### src/rtl/sfq_pkg.sv
package sfq_pkg;
  // log2 of queue depth; the depth is 1 << PTR_W
  localparam int PTR_W = 4;

  // strobes from a queue controller to its storage
  typedef struct packed {
    logic             push;
    logic [PTR_W-1:0] wrPtr;
    logic [PTR_W-1:0] rdPtr;
  } qStrobe_t;
endpackage

### src/rtl/sfq_store.sv
module sfq_store #(
  parameter int W = 8
) (
  input  logic              clk,
  input  sfq_pkg::qStrobe_t stb,
  input  logic [W-1:0]      wrData,
  output logic [W-1:0]      rdData
);
  localparam int DEPTH = 1 << sfq_pkg::PTR_W;

  logic [W-1:0] mem [DEPTH];

  always_ff @(posedge clk) begin
    if (stb.push) mem[stb.wrPtr] <= wrData;
  end

  assign rdData = mem[stb.rdPtr];
endmodule

### src/rtl/sfq_ctrl.sv
module sfq_ctrl #(
  parameter int THR_W      = 8,
  parameter bit MARK_ABOVE = 1'b0,
  parameter bit HAS_UNDER  = 1'b1
) (
  input  logic                       clk,
  input  logic                       rstN,
  input  logic                       wrReq,
  input  logic                       rdReq,
  input  logic                       flush,
  input  logic [THR_W-1:0]           thresh,
  output sfq_pkg::qStrobe_t          stb,
  output logic [sfq_pkg::PTR_W:0]    level,
  output logic                       mark,
  output logic                       full,
  output logic                       empty,
  output logic                       overEvt,
  output logic                       underEvt
);
  localparam int PTR_W = sfq_pkg::PTR_W;
  localparam int LVL_W = PTR_W + 1;
  localparam int DEPTH = 1 << PTR_W;

  logic [PTR_W-1:0] wrPtr, rdPtr;
  logic             push, pop;
  logic [LVL_W-1:0] effThr;

  assign full  = (level == LVL_W'(DEPTH));
  assign empty = (level == '0);
  assign push  = wrReq && !full && !flush;
  assign pop   = rdReq && !empty && !flush;

  assign stb.push  = push;
  assign stb.wrPtr = wrPtr;
  assign stb.rdPtr = rdPtr;

  always_ff @(posedge clk) begin
    if (!rstN || flush) begin
      wrPtr <= '0;
      rdPtr <= '0;
      level <= '0;
    end else begin
      if (push) wrPtr <= wrPtr + 1'b1;
      if (pop)  rdPtr <= rdPtr + 1'b1;
      case ({push, pop})
        2'b10:   level <= level + 1'b1;
        2'b01:   level <= level - 1'b1;
        default: level <= level;
      endcase
    end
  end

  always_ff @(posedge clk) begin
    if (!rstN) overEvt <= 1'b0;
    else       overEvt <= wrReq && full && !flush;
  end

  generate
    if (HAS_UNDER) begin : g_under
      always_ff @(posedge clk) begin
        if (!rstN) underEvt <= 1'b0;
        else       underEvt <= rdReq && empty && !flush;
      end
    end else begin : g_no_under
      assign underEvt = 1'b0;
    end
  endgenerate

  // thresholds of DEPTH or more clamp to DEPTH
  assign effThr = (thresh >= THR_W'(DEPTH)) ? LVL_W'(DEPTH) : thresh[LVL_W-1:0];

  generate
    if (MARK_ABOVE) begin : g_above
      assign mark = (level >= effThr);
    end else begin : g_below
      assign mark = (level <= effThr);
    end
  endgenerate

  // count never passes the depth
  p_level_cap_r1: assert property (@(posedge clk) disable iff (!rstN)
    level <= LVL_W'(DEPTH));
  // a full queue with no read stays full whatever is written
  p_full_hold_r1: assert property (@(posedge clk) disable iff (!rstN)
    (full && !flush && !rdReq) |=> full);
  // write into a full queue yields an overflow pulse
  p_no_overflow_r3: assert property (@(posedge clk) disable iff (!rstN)
    (wrReq && full && !flush) |=> overEvt);
  // read of an empty queue flags underflow and stays empty
  p_under_empty_r5: assert property (@(posedge clk) disable iff (!rstN)
    (HAS_UNDER && rdReq && empty && !flush && !wrReq) |=> (underEvt && empty));
  // flush empties the queue without an overflow pulse
  p_flush_empty_r10: assert property (@(posedge clk) disable iff (!rstN)
    flush |=> (empty && !overEvt));
endmodule

### src/rtl/sfq_top.sv
module sfq_top #(
  parameter int CMD_W = 11,
  parameter int THR_W = 8
) (
  input  logic                    clk,
  input  logic                    rstN,
  input  logic                    hostTxWr,
  input  logic [CMD_W-1:0]        hostTxCmd,
  input  logic                    engTxPop,
  output logic [CMD_W-1:0]        engTxCmd,
  input  logic                    txFlush,
  input  logic                    engRxWr,
  input  logic [7:0]              engRxByte,
  input  logic                    hostRxRd,
  output logic [7:0]              hostRxByte,
  input  logic [THR_W-1:0]        txMarkCfg,
  input  logic [THR_W-1:0]        rxMarkCfg,
  output logic [sfq_pkg::PTR_W:0] txLevel,
  output logic [sfq_pkg::PTR_W:0] rxLevel,
  output logic                    txLowMark,
  output logic                    rxHighMark,
  output logic                    txOverEvt,
  output logic                    rxOverEvt,
  output logic                    rxUnderEvt,
  output logic [4:0]              fifoStatus
);
  sfq_pkg::qStrobe_t txStb, rxStb;
  logic [CMD_W-1:0] txRaw;
  logic [7:0]       rxRaw;
  logic txFull, txEmpty, rxFull, rxEmpty, txUnderNc;

  sfq_ctrl #(.THR_W(THR_W), .MARK_ABOVE(1'b0), .HAS_UNDER(1'b0)) u_txCtrl (
    .clk(clk), .rstN(rstN), .wrReq(hostTxWr), .rdReq(engTxPop), .flush(txFlush),
    .thresh(txMarkCfg), .stb(txStb), .level(txLevel), .mark(txLowMark),
    .full(txFull), .empty(txEmpty), .overEvt(txOverEvt), .underEvt(txUnderNc));

  sfq_store #(.W(CMD_W)) u_txStore (
    .clk(clk), .stb(txStb), .wrData(hostTxCmd), .rdData(txRaw));

  sfq_ctrl #(.THR_W(THR_W), .MARK_ABOVE(1'b1), .HAS_UNDER(1'b1)) u_rxCtrl (
    .clk(clk), .rstN(rstN), .wrReq(engRxWr), .rdReq(hostRxRd), .flush(1'b0),
    .thresh(rxMarkCfg), .stb(rxStb), .level(rxLevel), .mark(rxHighMark),
    .full(rxFull), .empty(rxEmpty), .overEvt(rxOverEvt), .underEvt(rxUnderEvt));

  sfq_store #(.W(8)) u_rxStore (
    .clk(clk), .stb(rxStb), .wrData(engRxByte), .rdData(rxRaw));

  assign engTxCmd   = txEmpty ? '0 : txRaw;
  assign hostRxByte = rxEmpty ? '0 : rxRaw;
  assign fifoStatus = {rxFull, !rxEmpty, txEmpty, !txFull, 1'b0};

  // any transmit threshold at or past the depth keeps the low mark up
  p_tx_clamp_r8: assert property (@(posedge clk) disable iff (!rstN)
    (txMarkCfg >= THR_W'(16)) |-> txLowMark);
  // the transmit side never reports underflow
  p_tx_no_under_r5: assert property (@(posedge clk) disable iff (!rstN)
    !txUnderNc);
  // the receive full flag implies not empty
  p_status_r9: assert property (@(posedge clk) disable iff (!rstN)
    fifoStatus[4] |-> fifoStatus[3]);
endmodule

### config.mk
export PLATFORM = sky130hd
export DESIGN_NAME = sfq_top
export DESIGN_NICKNAME = d
export VERILOG_FILES = /design/src/rtl/sfq_pkg.sv /design/src/rtl/sfq_store.sv /design/src/rtl/sfq_ctrl.sv /design/src/rtl/sfq_top.sv
export SDC_FILE = /design/constraint.sdc
export NUM_CORES = 1
export LEC_CHECK = 0
export BUFFER_PORTS_ARGS = -buffer_cell sky130_fd_sc_hd__buf_2
export CORE_MARGIN = 3
export CORE_UTILIZATION = 65
export CTS_CLUSTER_SIZE = 24
export DETAILED_ROUTE_END_ITERATION = 10
export PLACE_DENSITY_LB_ADDON = 0.2
export SLEW_MARGIN = 20
export SYNTH_ARGS = -nofsm -noshare
export SYNTH_HDL_FRONTEND = slang
export SYNTH_SLANG_ARGS = --single-unit
export TNS_END_PERCENT = 5
### constraint.sdc
create_clock -name clk -period 5.6 [get_ports clk]
set_clock_uncertainty 0.2 [all_clocks]
set_input_delay 1.4 -clock clk [delete_from_list [all_inputs] [get_ports clk]]
set_output_delay 1.4 -clock clk [all_outputs]
set_load 0.01 [all_outputs]
# Yosys cells after proc, flatten, opt, wreduce, memory -nomap -nowiden

Memory sizes are Yosys's and may differ from the RTL's. A register that Yosys moved wholly into a read port is not among the register bits.
Cells that the tools add are included.
Widths: inputs -> output; s select.

Add/subtract/negate cells: 8
Multipliers: 0
Divide/modulo/power cells: 0
Order comparisons: 4
Eq/ne operators: 6
Shift operators: 0
Multiplexer cells: 14
Bitwise gates (word level): 0
Reduce and logical (&&, ||, !) cells: 21

Operator list:

| kind                | number |
|---|---|
| $pmux 5 s2          | 2 |
| $add 4x1->4 const B | 4 |
| $ge 8x5->1 const B  | 2 |
| $mux 4              | 4 |
| $mux 11             | 1 |
| $add 5x1->5 const B | 2 |
| $eq 5x5->1 const B  | 2 |
| $logic_and 1x1->1   | 10 |
| $logic_not 5->1     | 2 |
| $mux 5              | 2 |
| $sub 5x1->5 const B | 2 |
| $mux 8              | 1 |
| $logic_not 1->1     | 6 |
| $ge 5x5->1          | 1 |
| $le 5x5->1          | 1 |
| $eq 2x1->1 const B  | 2 |
| $eq 2x2->1 const B  | 2 |
| $mux 1              | 4 |
| $reduce_bool 2->1   | 2 |
| $logic_or 1x1->1    | 1 |

Flip-flop bits (word level): 29
Bits in latches: 0
Bits in writable memories: 304
Bits in read-only memories: 0
Output and inout port bits: 39
Word-level logic and storage cells: 64
Memories kept: 2

Memories:

| memory        | words | width | rd ports | clocked after memory_dff | wr ports | line            | RTL |
|---|---|---|---|---|---|---|---|
| u_txStore.mem | 16    | 11    | 1        | 1                        | 1        | sfq_store.sv:11 | `logic [W-1:0] mem [DEPTH];` |
| u_rxStore.mem | 16    | 8     | 1        | 1                        | 1        | sfq_store.sv:11 |  |

# Logic depth before layout (Yosys ltp)

Gate-level depths: netlist of run 1.

Depth in word-level cells: 6
Mapped depth: 13
Depth with buffers taken out: 11

# By module

From an unflattened synthesis of run 1, not the netlist that was laid out.

Cells, all modules: 752
Area total of the unflattened synthesis: 13838.3 um^2

Modules (own cells, without submodules):

| module                | instances | cells each | area each (um^2) | sequential area each (um^2) |
|---|---|---|---|---|
| sfq_store (u_txStore) | 1         | 294        | 6819.0           | 5285.1 |
| sfq_store (u_rxStore) | 1         | 221        | 4987.3           | 3843.7 |
| sfq_ctrl (u_rxCtrl)   | 1         | 108        | 925.9            | 300.3 |
| sfq_ctrl (u_txCtrl)   | 1         | 103        | 907.1            | 280.3 |
| sfq_top               | 1         | 26         | 198.9            | 0.0 |

# Worst setup path after synthesis of run 1

Ideal clock, no wire load.

Path type: input to output
Start point: in txMarkCfg[7]
End point: out txLowMark
Data arrival time: 3098 ps
Data required time: 4000 ps
Slack: 902 ps
Stages on the path: 8
Path buffers: 0
Cells stage by stage: nor4_1 nand2_1 ha_1 nor2b_1 o21a_1 o21a_1 o21a_1 o22ai_1

Cells in the longest elaborated chain, start to end: 3

Ends and longest elaborated chain:

| item               | line           | RTL |
|---|---|---|
| start: declaration | sfq_top.sv:16  | `input logic [THR_W-1:0] txMarkCfg,` |
| $ge 8x5->1         | sfq_ctrl.sv:70 | `assign effThr = (thresh >= THR_W'(DEPTH)) ? LVL_W'(DEPTH) : thresh[LVL_W-1:0];` |
| $mux 5             | sfq_ctrl.sv:70 |  |
| $le 5x5->1         | sfq_ctrl.sv:76 | `assign mark = (level <= effThr);` |
| end: declaration   | sfq_top.sv:20  | `output logic txLowMark,` |

Every way passes these cells.

# Worst setup path after layout of run 1

Ends and elaborated chain as after synthesis.

==> reports/metrics.yaml, run 1 <==
path_delay_family: "simple AND/OR/NAND/NOR gates"
synth_area_per_cell_um2: 18.5
nNetsFinal: 914
cts-resized-gates: 0
post-route-period-util_pct: 92.6
ant_nets: 0
core_um2: 20500
wl_per_cell_um: 24.4
worst_pin_slew_ns: 1.06
arrival_ns: 3.59
pin_count: 81
yosysTopAreaCell: "edfxtp_1"
initial_core_util_pct: 67.1
startpoint_type: "input port"
netlist_instances: 744
ctsRootBufferMaster: "clkbuf_16"
ys_seq_area_share_pct: 71.7
critPathMaxStageDelay_ns: 0.69
ys.flop_type: "edfxtp_1"
worstHoldPathType: "reg -> reg"
drv_slew: 0
synth_edf_count: 304
slew_headroom_pct: 29.5
crit_buf_inv: 2
end_kind: "output port"
synthTopCellsByArea: "edfxtp_1, mux4_2, dfxtp_1"
cts_tree: "done"
track_usage_pct: 25.5
syn_to_final_growth_pct: 12.7
grt_pass1_wl_um: 43000
drv_cap: 0
cp_max_fo: 5
grt_pass1_vias: 7477
grt_overflow_total: 0
wirelength_um: 27700
setup_viol: 0
drive_gt1_share_pct: 26.9
period_needed_ns: 5.19
cts_hold_buf: 0
crit_slowest_cell: "nor4_1"
ff_latch_area_um2: 9880
syn-num-nets: 813
synthDistinctLibCells: 41
portBuffers: 79
rsz0062_at_grt: "false"
remaining_drc_errors: 0
clkLatencyLatePin_ns: 0.51
fp.dieW_um: 152
cts_buffer_depth: 3
fin_setup_tns_ns: 0
via_per_inst: 6.21
netlist_area_um2: 13800
run_status: "complete, no violations"
path_cells: "buf_2 > nor4_1 > nand2_1 > ha_1 > nor2b_1 > o21a_1 > o21a_1 > o21a_1 > o22ai_1 > buf_2"
static-leakage-power_uw: 0.00511
finalWorstSetupSlack_ns: 0.415
async_flop_share_pct: 0
antenna_cells: 0
cts.sinks: 341
rows: 52
drt-initial-drc-count: 573
multi_input_area_um2: 3650
first_pass_iters: 5
grt_max_degree: 45
fillerInstances: 1138
powerDensity_nw_per_um2: 367
place_hpwl_um: 17000
numCtsBuffers: 34
yosys.area.top_type_share_pct: 66.3
htree_num_levels: 2
fmax_ghz: 0.193
dieArea_um2: 23000
num_vias: 7063
synth-seq-cells: 341
peakVddDrop_uv: 344
path_clk_slew_ns: 0.06
routabilityCongestion: 0.815
hold_violations: 0
place_worst_setup_slack_ns: 0.409
critPathKind: "in -> out"
crit_top_cell: "o21a_1"
antenna_found_initial: 0
die_y_um: 152
cts_setup_buffers: 0
yosysWarnings: 0
crit_required_ns: 4.00
Yosys cell counts, drive strengths merged, types with 3 or more instances:
| library cell | instances |
|---|---|
| nor3 | 9 |
| mux2i | 43 |
| xnor2 | 11 |
| o21ai | 6 |
| a21oi | 9 |
| o22ai | 21 |
| inv | 16 |
| nand4 | 4 |
| nor2b | 8 |
| dfxtp | 37 |
| ha | 26 |
| buf | 24 |
| clkbuf | 15 |
| xor2 | 9 |
| and2 | 12 |
| mux4 | 76 |
| nand2b | 10 |
| nand2 | 29 |
| o21a | 3 |
| nor2 | 48 |
| nor4 | 4 |
| edfxtp | 304 |
sequential cells by signal (all words and copies together), names as in the netlist, named ones only:
register	flops
u_rxStore.mem	128
u_rxCtrl.underEvt	1
u_txCtrl.level	5
u_txCtrl.wrPtr	4
u_rxCtrl.wrPtr	4
u_txCtrl.overEvt	1
u_txStore.mem	176
u_rxCtrl.rdPtr	4
u_rxCtrl.level	5
u_rxCtrl.overEvt	1
u_txCtrl.rdPtr	4
routing by layer:
layer	share of wire, %	global-route usage, %
met1	37	32.2
met2	55	45.2
met4	2.0	7.86
met3	6.4	4.97
met5	0	0
power breakdown:
group / switching (uW) / internal (uW) / total (uW)
logic: 396 / 334 / 730
registers: 69.9 / 2830 / 2900
clock network: 891 / 1180 / 2070
total: 1360 / 4340 / 5700
placed cells by master, fill, tap and decap left out, types with 10 or more instances in the layout:
cell | synthesis | final
o22ai_1 | 21 | 21
edfxtp_1 | 304 | 304
clkbuf_16 | 0 | 34
xnor2_1 | 11 | 11
nor2_1 | 48 | 48
mux4_2 | 76 | 76
ha_1 | 26 | 26
nand2_1 | 29 | 29
and2_1 | 12 | 12
inv_1 | 16 | 16
buf_2 | 9 | 79
buf_4 | 7 | 25
mux2i_1 | 43 | 43
dfxtp_1 | 37 | 34
nand2b_1 | 10 | 10
per-stage QoR:
step	std cells	utilization, %	total power [uW]	hold WS (ns)	area [um2]
after detailed placement	1079	70.8	3690	0.305	14500
after global placement	1079	70.8	3640	0.289	14500
after floorplan	744	-	3430	0.272	13800
final	1137	75.7	5700	0.316	15500
after CTS	1137	75.7	5750	0.321	15500
after global routing	1137	75.7	5930	0.345	15500
area by class of cell:
class	instances	share of cell area [%]
clock buffers	43	5.77
clock inverters	15	0.758
inverters	16	0.387
multi-input cells	348	23.5
flip-flops and latches	341	63.7
well taps	270	2.18
repair buffers	104	3.76
cell families after synthesis:
family	share of synthesized area, %
mux	15.6
other cells	0.0273
xor+xnor	1.27
fa+ha+maj	2.51
buf+inv	1.78
simple gates	4.82
compound gates	2.30
flops	71.7
tightest hold or removal path: stages (launching register included):
cell     delay, ns
dfxtp_1       0.32
xor2_1        0.08
nor2_1        0.08
worst paths after layout:
| kind | start | cells past startpoint | slack, ns | end |
|---|---|---|---|---|
| worst min-delay path | u_txCtrl.rdPtr[3] | 2 | 0.32 | u_txCtrl.rdPtr[3] |
| worst max-delay path | txMarkCfg[7] | 10 | 0.41 | txLowMark |
| worst min register to register | u_txCtrl.rdPtr[3] | 2 | 0.32 | u_txCtrl.rdPtr[3] |
| worst max register to register | u_txCtrl.level[2] | 10 | 2.51 | u_txCtrl.level[4] |
Power figures use the tool's default switching activity.
==> run 2: changes to the inputs <==
CORE_ASPECT_RATIO = 1.2   (was default)
==> reports/metrics.yaml, run 2 (synthesis results as in run 1) <==
initial_core_util_pct: 67.0
via_per_inst: 6.31
largest_reg_flops: 176
fin_setup_tns_ns: 0
portBuffers: 79
antenna_found_initial: 0
crit_top_cell: "o21a_1"
place_hpwl_um: 17600
place_worst_setup_slack_ns: 0.506
grt_overflow_total: 0
hold_path_depth: 2
powerDensity_nw_per_um2: 359
finalWorstSetupSlack_ns: 0.518
static-leakage-power_uw: 0.00501
reg_top3: "u_txStore.mem (176), u_rxStore.mem (128)"
cts_tree: "done"
cts_buffer_depth: 3
startpoint_type: "input port"
cts-resized-gates: 0
core_um2: 20500
pin_count: 81
layout_common_cells: "edfxtp_1, buf_2, mux4_2, mux2i_1, nor2_1"
run_status: "complete, no violations"
drv_slew: 0
regMostFlops: "u_txStore.mem"
ant_nets: 0
peakVddDrop_uv: 295
cp_max_fo: 5
grt_max_degree: 45
path_cells: "buf_2 > nor4_1 > nand2_1 > ha_1 > nor2b_1 > o21a_1 > o21a_1 > o21a_1 > o22ai_1 > buf_2"
drv_cap: 0
numCtsBuffers: 30
worst_pin_slew_ns: 1.13
cts_setup_buffers: 0
wirelength_um: 27500
fp.dieW_um: 139
arrival_ns: 3.48
path_clk_slew_ns: 0.06
htree_num_levels: 1
remaining_drc_errors: 0
cts_hold_buf: 0
crit_required_ns: 4.00
nNetsFinal: 901
worstRegToRegCells: 11
grt_pass1_vias: 7590
crit_slowest_cell: "nor4_1"
slew_headroom_pct: 24.8
rsz0062_at_grt: "false"
first_pass_iters: 5
hold_violations: 0
worstHoldPathType: "reg -> reg"
post-route-period-util_pct: 90.7
wl_per_cell_um: 24.6
dieArea_um2: 23000
cts.sinks: 341
final_common_cell: "edfxtp_1"
rows: 57
critPathMaxStageDelay_ns: 0.65
routabilityCongestion: 0.761
syn_to_final_growth_pct: 11.4
clkLatencyLatePin_ns: 0.54
antenna_cells: 0
critPathKind: "in -> out"
drt-initial-drc-count: 557
end_kind: "output port"
drive_gt1_share_pct: 26.5
die_y_um: 165
grt_pass1_wl_um: 42700
setup_viol: 0
ctsRootBufferMaster: "clkbuf_16"
track_usage_pct: 24.4
fmax_ghz: 0.197
num_vias: 7052
period_needed_ns: 5.08
[run 2: cell count changes in the layout (fill, tap and decap cells not counted), moves of 4 or more]
cell | previous run | this run
nor2_1 | 48 | 41
nor2_2 | 0 | 7
clkbuf_16 | 34 | 30
buf_4 | 25 | 16
[run 2: critical path, delay by kind of cell]
kind,cells,cell delay (ns)
buffers and inverters,2,0.25
AND/OR/NAND/NOR,3,0.92
adder cells (fa/ha/maj),1,0.31
AO/OA/AOI/OAI,4,0.61
[run 2: cell type report]
cell class	instances	area, um2
Sequential cell	341	9880
Timing Repair Buffer	95	515
Multi-Input combinational cell	348	3660
Clock buffer	42	826
Inverter	16	60.1
Tap cell	265	332
Fill cell	1178	5210
Clock inverter	10	56.3
[run 2: layer usage]
layer	track usage [%]	vias to the layer above	wire, um
li1	-	3097	-
met2	46.0	248	15300
met1	28.0	3639	9850
met4	9.61	0	940
met3	4.06	68	1450
met5	0	-	0
[run 2: path summary, 6_finish.rpt]
kind                      from                 to  slack [ns]
max               txMarkCfg[7]          txLowMark        0.52
min          u_txCtrl.rdPtr[3]          flip-flop        0.33
max reg2reg  u_txCtrl.level[2]  u_txCtrl.level[4]        2.48
min reg2reg  u_txCtrl.rdPtr[3]          flip-flop        0.33
[run 2: metrics by stage]
step                util [%]  cells  hold slack, ns  power [uW]  instance area [um2]
floorplan                  -    744           0.272        3430                13800
detailed placement      70.3   1065           0.308        3700                14400
CTS                     74.6   1117           0.336        5550                15300
global placement        70.2   1065           0.288        3650                14400
finish                  74.6   1117           0.331        5500                15300
global route            74.6   1117           0.382        5710                15300
[run 2: report_power, final]
| part | total, uW | switching, uW | leakage, uW | internal [uW] |
|---|---|---|---|---|
| registers | 2920 | 91.4 | 0.00304 | 2830 |
| clock network | 1860 | 842 | 0.000426 | 1020 |
| logic | 720 | 387 | 0.00154 | 333 |
